## src/rtl/skip_unit_pkg.sv

```systemverilog
package skip_unit_pkg;
  typedef enum logic [1:0] {
    OP_TST_CLR = 2'd0,
    OP_TST_SET = 2'd1,
    OP_DEC_SKZ = 2'd2,
    OP_INC_SKZ = 2'd3
  } skip_op_e;
endpackage

```

## src/rtl/skip_bit_sel.sv

```systemverilog
module skip_bit_sel #(
  parameter int DATA_W = 8,
  localparam int IDX_W = $clog2(DATA_W)
) (
  input  logic [DATA_W-1:0] operand_i,
  input  logic [IDX_W-1:0]  idx_i,
  output logic              bit_o
);
  logic [DATA_W-1:0] hit;

  for (genvar g = 0; g < DATA_W; g++) begin : g_hit
    assign hit[g] = (idx_i == IDX_W'(g)) & operand_i[g];
  end

  assign bit_o = |hit;

  always_comb begin
    assert ($onehot0(hit)) else $error("p_one_bit_r2");
  end
endmodule

```

## src/rtl/skip_step.sv

```systemverilog
module skip_step #(
  parameter int DATA_W = 8
) (
  input  logic [DATA_W-1:0] operand_i,
  input  logic              up_i,
  output logic [DATA_W-1:0] sum_o,
  output logic              zero_o
);
  always_comb begin
    if (up_i) sum_o = operand_i + DATA_W'(1);
    else      sum_o = operand_i - DATA_W'(1);
  end

  assign zero_o = (sum_o == '0);
endmodule

```

## src/rtl/skip_issue_reg.sv

```systemverilog
module skip_issue_reg
  import skip_unit_pkg::*;
#(
  parameter int DATA_W = 8
) (
  input  logic              clk_i,
  input  logic              rst_ni,
  input  logic              issue_i,
  input  skip_op_e          op_i,
  input  logic              bit_i,
  input  logic [DATA_W-1:0] sum_i,
  input  logic              zero_i,
  input  logic              dest_f_i,
  output logic [DATA_W-1:0] result_o,
  output logic              w_we_o,
  output logic              f_we_o,
  output logic              skip_o
);
  logic              is_cnt;
  logic              cond;
  logic [DATA_W-1:0] res_d;

  assign is_cnt = (op_i == OP_DEC_SKZ) || (op_i == OP_INC_SKZ);

  always_comb begin
    unique case (op_i)
      OP_TST_CLR: cond = ~bit_i;
      OP_TST_SET: cond = bit_i;
      default:    cond = zero_i;
    endcase
  end

  assign res_d = (issue_i && is_cnt) ? sum_i : '0;

  always_ff @(posedge clk_i or negedge rst_ni) begin
    if (!rst_ni) begin
      result_o <= '0;
      w_we_o   <= 1'b0;
      f_we_o   <= 1'b0;
      skip_o   <= 1'b0;
    end else begin
      result_o <= res_d;
      w_we_o   <= issue_i & is_cnt & ~dest_f_i;
      f_we_o   <= issue_i & is_cnt & dest_f_i;
      skip_o   <= issue_i & cond;
    end
  end

  p_bit_no_write_r4: assert property (@(posedge clk_i) disable iff (!rst_ni)
    issue_i && !is_cnt |=> !w_we_o && !f_we_o && result_o == '0);

  p_dest_w_r7: assert property (@(posedge clk_i) disable iff (!rst_ni)
    issue_i && is_cnt && !dest_f_i |=> w_we_o && !f_we_o);
endmodule

```

## src/rtl/skip_unit.sv

```systemverilog
module skip_unit
  import skip_unit_pkg::*;
#(
  parameter int DATA_W = 8,
  localparam int IDX_W = $clog2(DATA_W)
) (
  input  logic              clk_i,
  input  logic              rst_ni,
  input  logic              valid_i,
  input  logic [1:0]        op_i,
  input  logic [DATA_W-1:0] operand_i,
  input  logic [IDX_W-1:0]  bit_idx_i,
  input  logic              dest_f_i,
  output logic [DATA_W-1:0] result_o,
  output logic              w_we_o,
  output logic              f_we_o,
  output logic              skip_o
);
  skip_op_e          op;
  logic              issue;
  logic              sel_bit;
  logic [DATA_W-1:0] sum;
  logic              zero;

  assign op    = skip_op_e'(op_i);
  // the instruction fetched behind a taken skip is the one discarded
  assign issue = valid_i & ~skip_o;

  skip_bit_sel #(.DATA_W(DATA_W)) u_bit_sel (
    .operand_i (operand_i),
    .idx_i     (bit_idx_i),
    .bit_o     (sel_bit)
  );

  skip_step #(.DATA_W(DATA_W)) u_step (
    .operand_i (operand_i),
    .up_i      (op == OP_INC_SKZ),
    .sum_o     (sum),
    .zero_o    (zero)
  );

  skip_issue_reg #(.DATA_W(DATA_W)) u_issue_reg (
    .clk_i    (clk_i),
    .rst_ni   (rst_ni),
    .issue_i  (issue),
    .op_i     (op),
    .bit_i    (sel_bit),
    .sum_i    (sum),
    .zero_i   (zero),
    .dest_f_i (dest_f_i),
    .result_o (result_o),
    .w_we_o   (w_we_o),
    .f_we_o   (f_we_o),
    .skip_o   (skip_o)
  );

  p_tst_clr_r2: assert property (@(posedge clk_i) disable iff (!rst_ni)
    valid_i && !skip_o && op_i == 2'd0 && !operand_i[bit_idx_i] |=> skip_o);

  p_tst_set_r3: assert property (@(posedge clk_i) disable iff (!rst_ni)
    valid_i && !skip_o && op_i == 2'd1 && operand_i[bit_idx_i] |=> skip_o);

  p_dec_value_r5: assert property (@(posedge clk_i) disable iff (!rst_ni)
    valid_i && !skip_o && op_i == 2'd2 |=> result_o == DATA_W'($past(operand_i) - 1'b1));

  p_inc_wrap_r6: assert property (@(posedge clk_i) disable iff (!rst_ni)
    valid_i && !skip_o && op_i == 2'd3 && operand_i == '1 |=> skip_o && result_o == '0);

  p_one_we_r7: assert property (@(posedge clk_i) disable iff (!rst_ni)
    $onehot0({w_we_o, f_we_o}));

  p_skip_pulse_r8: assert property (@(posedge clk_i) disable iff (!rst_ni)
    skip_o |=> !skip_o);

  p_squash_r9: assert property (@(posedge clk_i) disable iff (!rst_ni)
    skip_o |=> !w_we_o && !f_we_o && result_o == '0);

  p_idle_r10: assert property (@(posedge clk_i) disable iff (!rst_ni)
    !valid_i |=> !w_we_o && !f_we_o && !skip_o);
endmodule

```

## config.mk

```make
export PLATFORM = sky130hd
export DESIGN_NAME = skip_unit
export DESIGN_NICKNAME = d
export VERILOG_FILES = /design/src/rtl/skip_unit_pkg.sv /design/src/rtl/skip_bit_sel.sv /design/src/rtl/skip_step.sv /design/src/rtl/skip_issue_reg.sv /design/src/rtl/skip_unit.sv
export SDC_FILE = /design/constraint.sdc
export NUM_CORES = 1
export LEC_CHECK = 0
export BUFFER_PORTS_ARGS = -buffer_cell sky130_fd_sc_hd__buf_2
export CORE_MARGIN = 2
export CORE_UTILIZATION = 40
export DETAILED_ROUTE_END_ITERATION = 16
export GPL_TIMING_DRIVEN = 0
export PLACE_DENSITY = 0.63
export SYNTH_ARGS = -nofsm -noshare
export SYNTH_HDL_FRONTEND = slang
export SYNTH_SLANG_ARGS = --single-unit
```

## constraint.sdc

```tcl
create_clock -name clk_i -period 2.2 [get_ports clk_i]
set_clock_uncertainty 0.2 [all_clocks]
set_input_delay 0.11 -clock clk_i [delete_from_list [all_inputs] [get_ports clk_i]]
set_output_delay 0.11 -clock clk_i [all_outputs]
set_load 0.1 [all_outputs]
```

==> qor_table.md <==
| Step | Result | Value |
| --- | --- | --- |
| timing | Worst path setup slack after routing | 0.329 ns |
| die | Full die area | 0.00238 mm2 |
| layout | Number of nets in the finished design | 146 |
| clock tree | Root Buffer | sky130_fd_sc_hd__clkbuf_4 |
| die | Number of I/O pins | 28 |
| timing | Final setup vio count | 0 |
| timing | Final Hold Fails | 0 |
| timing | Transition time at the pin with the least slew margin | 0.488 ns |
| pwr | Peak VDD IR | 0.000238 V |
| clock tree | H-Tree Depth | 1 |
| min path | Worst hold-check path type | in -> async |
| clock tree | Sinks on the clock net | 11 |
| die | Placeable core region | 0.00192 mm2 |
| detailed routing | Final wirelength | 1640 um |
| layout | Area Overhead vs Synth | 31.5% |
| pwr | Total power density per cell area | 598 mW/mm2 |
| global route | Via count of the first global-routing pass | 716 |
| die | Initial standard-cell utilization of the core | 41.7% |
| worst setup path | Data arrival, critical path | 1.84 ns |
| run | Max-cap violations | 0 |
| worst setup path | Number of cells traversed by the worst register-to-register path | 2 |
| clock tree | Inserted Clock Buffers | 3 |
| clock tree | Worst-path clk slew | 0.06 ns |
| synth | Synthesized instance count | 83 |
| synth | Number of warnings issued by yosys | 0 |
| placement | DPL Wire Length | 1350 um |
| synth | Synth Cell Area | 802 um2 |
| timing | Min Clock Period, post-route | 1.87 ns |
| pwr | Total design power | 631 uW |
| worst setup path | Setup crit end kind | register |
| global route | Maximum number of pins on one net before global-route repair | 12 |
| worst setup path | Type of the setup path with the least slack | in -> reg |
| layout | Commonest non-fill, non-tap cell in the layout | sky130_fd_sc_hd__buf_2 |
| timing | Final worst path period share | 85.0% |
| detailed routing | Drt pass-1 iters | 4 |
| timing | Slew margin rel. | 67.7% |
| layout | Layout cells sized above 1 | 29.4% |
| synth | Register bit total from synthesis | 11 |
| detailed routing | WL per Instance | 11.2 um |
| worst setup path | Nature of the critical path startpoint | primary input |
| detailed routing | Via Count | 726 |
| worst setup path | Largest stage delay on the critical path | 0.40 ns |
| synth | Synthesized area per cell | 9.66 um2 |
| global route | GR Overflow Total | 0 |
| clock tree | Total setup buffers inserted after CTS | 0 |
| detailed routing | DRC viols | 0 |
| global route | Initial antenna violation count | 0 |
| placement | DP Worst Slack | -0.207 ns |
| layout | Non-filler cells in the finished layout | 146 |
| timing | Timing-limited maximum frequency | 535 MHz |
| pwr | Lkg Pwr | 0.545 nW |
| placement | IO buf count | 27 |
| worst setup path | Cell with the biggest individual delay on the critical path | sky130_fd_sc_hd__fa_1 |
| synth | Post-Syn Nets | 109 |
| detailed routing | DRT iter0 DRCs | 18 |
| clock tree | Maximum buffer depth of the clock tree | 2 |
| worst setup path | Register-to-register setup slack | 0.92 ns |
| detailed routing | Ratio of routed vias to standard cells | 4.97 |
| layout | Commonest cells after routing, fill and taps aside | sky130_fd_sc_hd__buf_2 (27), sky130_fd_sc_hd__nor2_1 (13), sky130_fd_sc_hd__dfrtp_1 (11), sky130_fd_sc_hd__inv_1 (8), sky130_fd_sc_hd__ha_1 (8) |
| synth | Distinct cell type count of the synthesized netlist | 28 |
| timing | Number of pins exceeding their max-slew limit in the final report | 0 |
| clock tree | TritonCTS clock tree | yes |
| die | Die W | 48.8 um |
| worst setup path | Maximum fanout count along the critical path | 9 |
| placement | Global placer's final weighted congestion | 0.815 |
| detailed routing | Number of routed nets with antenna violations | 0 |
| clock tree | Worst-Skew Late Latency | 0.26 ns |
| global route | Wire length of the first global-routing pass | 3040 um |
| die | Std-Cell Rows | 16 |
| die | DIE HEIGHT | 48.8 um |
| timing | Setup repair after global routing missed its margin | false |
| global route | Gr usage total | 16.3% |
| placement | Placed instance count | 137 |
| layout | Number of antenna diodes | 0 |
| layout | Final standard cell utilization of the core | 54.9% |
| run status | Status | finished clean |
| synth | Sequential-to-total area share from yosys stat | 34.3% |
| worst setup path | Series of cell instances along the critical path | buf_2 > nand2_2 > inv_1 > fa_1 > nor2b_1 > o211ai_1 > a211oi_1 > nand2_1 > o31ai_1 |
| worst setup path | Required arrival time at the worst endpoint | 2.17 ns |
-- per-stage QoR --
step | cell area (um2) | hold WS (ns) | TNS [ns]
after global placement | 971 | -0.221 | -0.306
after global routing | 1050 | 0.0454 | 0
after detailed placement | 971 | -0.221 | -0.303
after CTS | 1050 | 0.0332 | 0
final | 1050 | 0.0302 | 0
after floorplan | 802 | -0.386 | 0
-- layer usage --
layer	global-route usage, %	vias up	share of wire [%]
li1	-	366	-
met1	20.8	329	44
met2	27.6	27	49
met3	2.15	4	5.7
met4	7.14	0	1.2
met5	0	-	0
-- final cells by class --
class | instances | area [um2]
Inverter | 8 | 30.0
Fill cell | 186 | 867
Multi-Input combinational cell | 62 | 497
Buffer | 2 | 7.51
Sequential cell | 11 | 275
Timing Repair Buffer | 32 | 185
Clock buffer | 4 | 26.3
Tap cell | 27 | 33.8
-- cell families (layout without fill, tap and decap cells) --
group | count (synthesis) | after routing | share of synthesized area [%]
multiplexers | 3 | 3 | 7.80
AND/OR/NAND/NOR | 28 | 28 | 17.3
flip-flops | 11 | 11 | 34.3
adder cells (fa/ha/maj) | 9 | 9 | 15.0
XOR/XNOR | 6 | 6 | 6.55
buffers and inverters | 10 | 46 | 4.68
AO/OA/AOI/OAI | 16 | 16 | 14.4
-- path summary, 6_finish.rpt --
check,start,end
min in group clk_i,op_i[0],u_issue_reg.skip_o$_DFF_PN0_
max,op_i[1],u_issue_reg.skip_o$_DFF_PN0_
max reg2reg,u_issue_reg.skip_o$_DFF_PN0_,u_issue_reg.skip_o$_DFF_PN0_
max in group asynchronous,rst_ni,u_issue_reg.result_o[6]$_DFF_PN0_
min,rst_ni,u_issue_reg.w_we_o$_DFF_PN0_
min reg2reg,u_issue_reg.skip_o$_DFF_PN0_,u_issue_reg.skip_o$_DFF_PN0_
-- Yosys cell counts --
| cell | instances | area, um2 |
|---|---|---|
| sky130_fd_sc_hd__nor2_1 | 13 | 48.8 |
| sky130_fd_sc_hd__o31ai_1 | 1 | 7.51 |
| sky130_fd_sc_hd__mux4_1 | 2 | 52.6 |
| sky130_fd_sc_hd__a221o_1 | 1 | 10.0 |
| sky130_fd_sc_hd__clkbuf_1 | 2 | 7.51 |
| sky130_fd_sc_hd__nand2_1 | 4 | 15.0 |
| sky130_fd_sc_hd__nor3b_1 | 1 | 7.51 |
| sky130_fd_sc_hd__a41oi_1 | 1 | 8.76 |
| sky130_fd_sc_hd__or3b_2 | 1 | 8.76 |
| sky130_fd_sc_hd__nand3b_1 | 1 | 7.51 |
| sky130_fd_sc_hd__or2_2 | 2 | 12.5 |
| sky130_fd_sc_hd__a21oi_1 | 2 | 10.0 |
| sky130_fd_sc_hd__fa_1 | 1 | 20.0 |
| sky130_fd_sc_hd__ha_1 | 8 | 100 |
| sky130_fd_sc_hd__dfrtp_1 | 11 | 275 |
| sky130_fd_sc_hd__mux2i_1 | 1 | 10.0 |
| sky130_fd_sc_hd__o21ai_0 | 5 | 25.0 |
| sky130_fd_sc_hd__o2111a_1 | 2 | 22.5 |
| sky130_fd_sc_hd__nand3_1 | 1 | 5.00 |
| sky130_fd_sc_hd__nor2b_1 | 3 | 18.8 |
| sky130_fd_sc_hd__a211oi_1 | 2 | 15.0 |
| sky130_fd_sc_hd__xor2_1 | 3 | 26.3 |
| sky130_fd_sc_hd__inv_1 | 8 | 30.0 |
| sky130_fd_sc_hd__o211ai_1 | 1 | 7.51 |
| sky130_fd_sc_hd__nor3_1 | 1 | 5.00 |
| sky130_fd_sc_hd__xnor2_1 | 3 | 26.3 |
| sky130_fd_sc_hd__or4b_1 | 1 | 10.0 |
| sky130_fd_sc_hd__a311oi_1 | 1 | 8.76 |
-- critical path, delay by kind of cell --
family                   cells  cell delay [ns]
buffers and inverters        2             0.20
AND/OR/NAND/NOR              3             0.51
AO/OA/AOI/OAI                3             0.62
adder cells (fa/ha/maj)      1             0.40
-- report_power, final --
group / leakage (nW) / internal (mW) / total, mW / switching, mW
Clock: 0.0150 / 0.0700 / 0.129 / 0.0594
Sequential: 0.149 / 0.216 / 0.219 / 0.00324
Combinational: 0.381 / 0.0865 / 0.283 / 0.196
-- timing repair --
action	in CTS	in global routing
gates resized for setup	0	2
hold endpoints to repair	15	0
hold buffers	5	0
setup endpoints to repair	0	1
-- flip-flops by register name (all words and copies together) (netlist names) --
register	count
u_issue_reg.skip_o	1
u_issue_reg.w_we_o	1
u_issue_reg.f_we_o	1
u_issue_reg.result_o	8
Note: power is estimated with default switching activity, not from simulation.
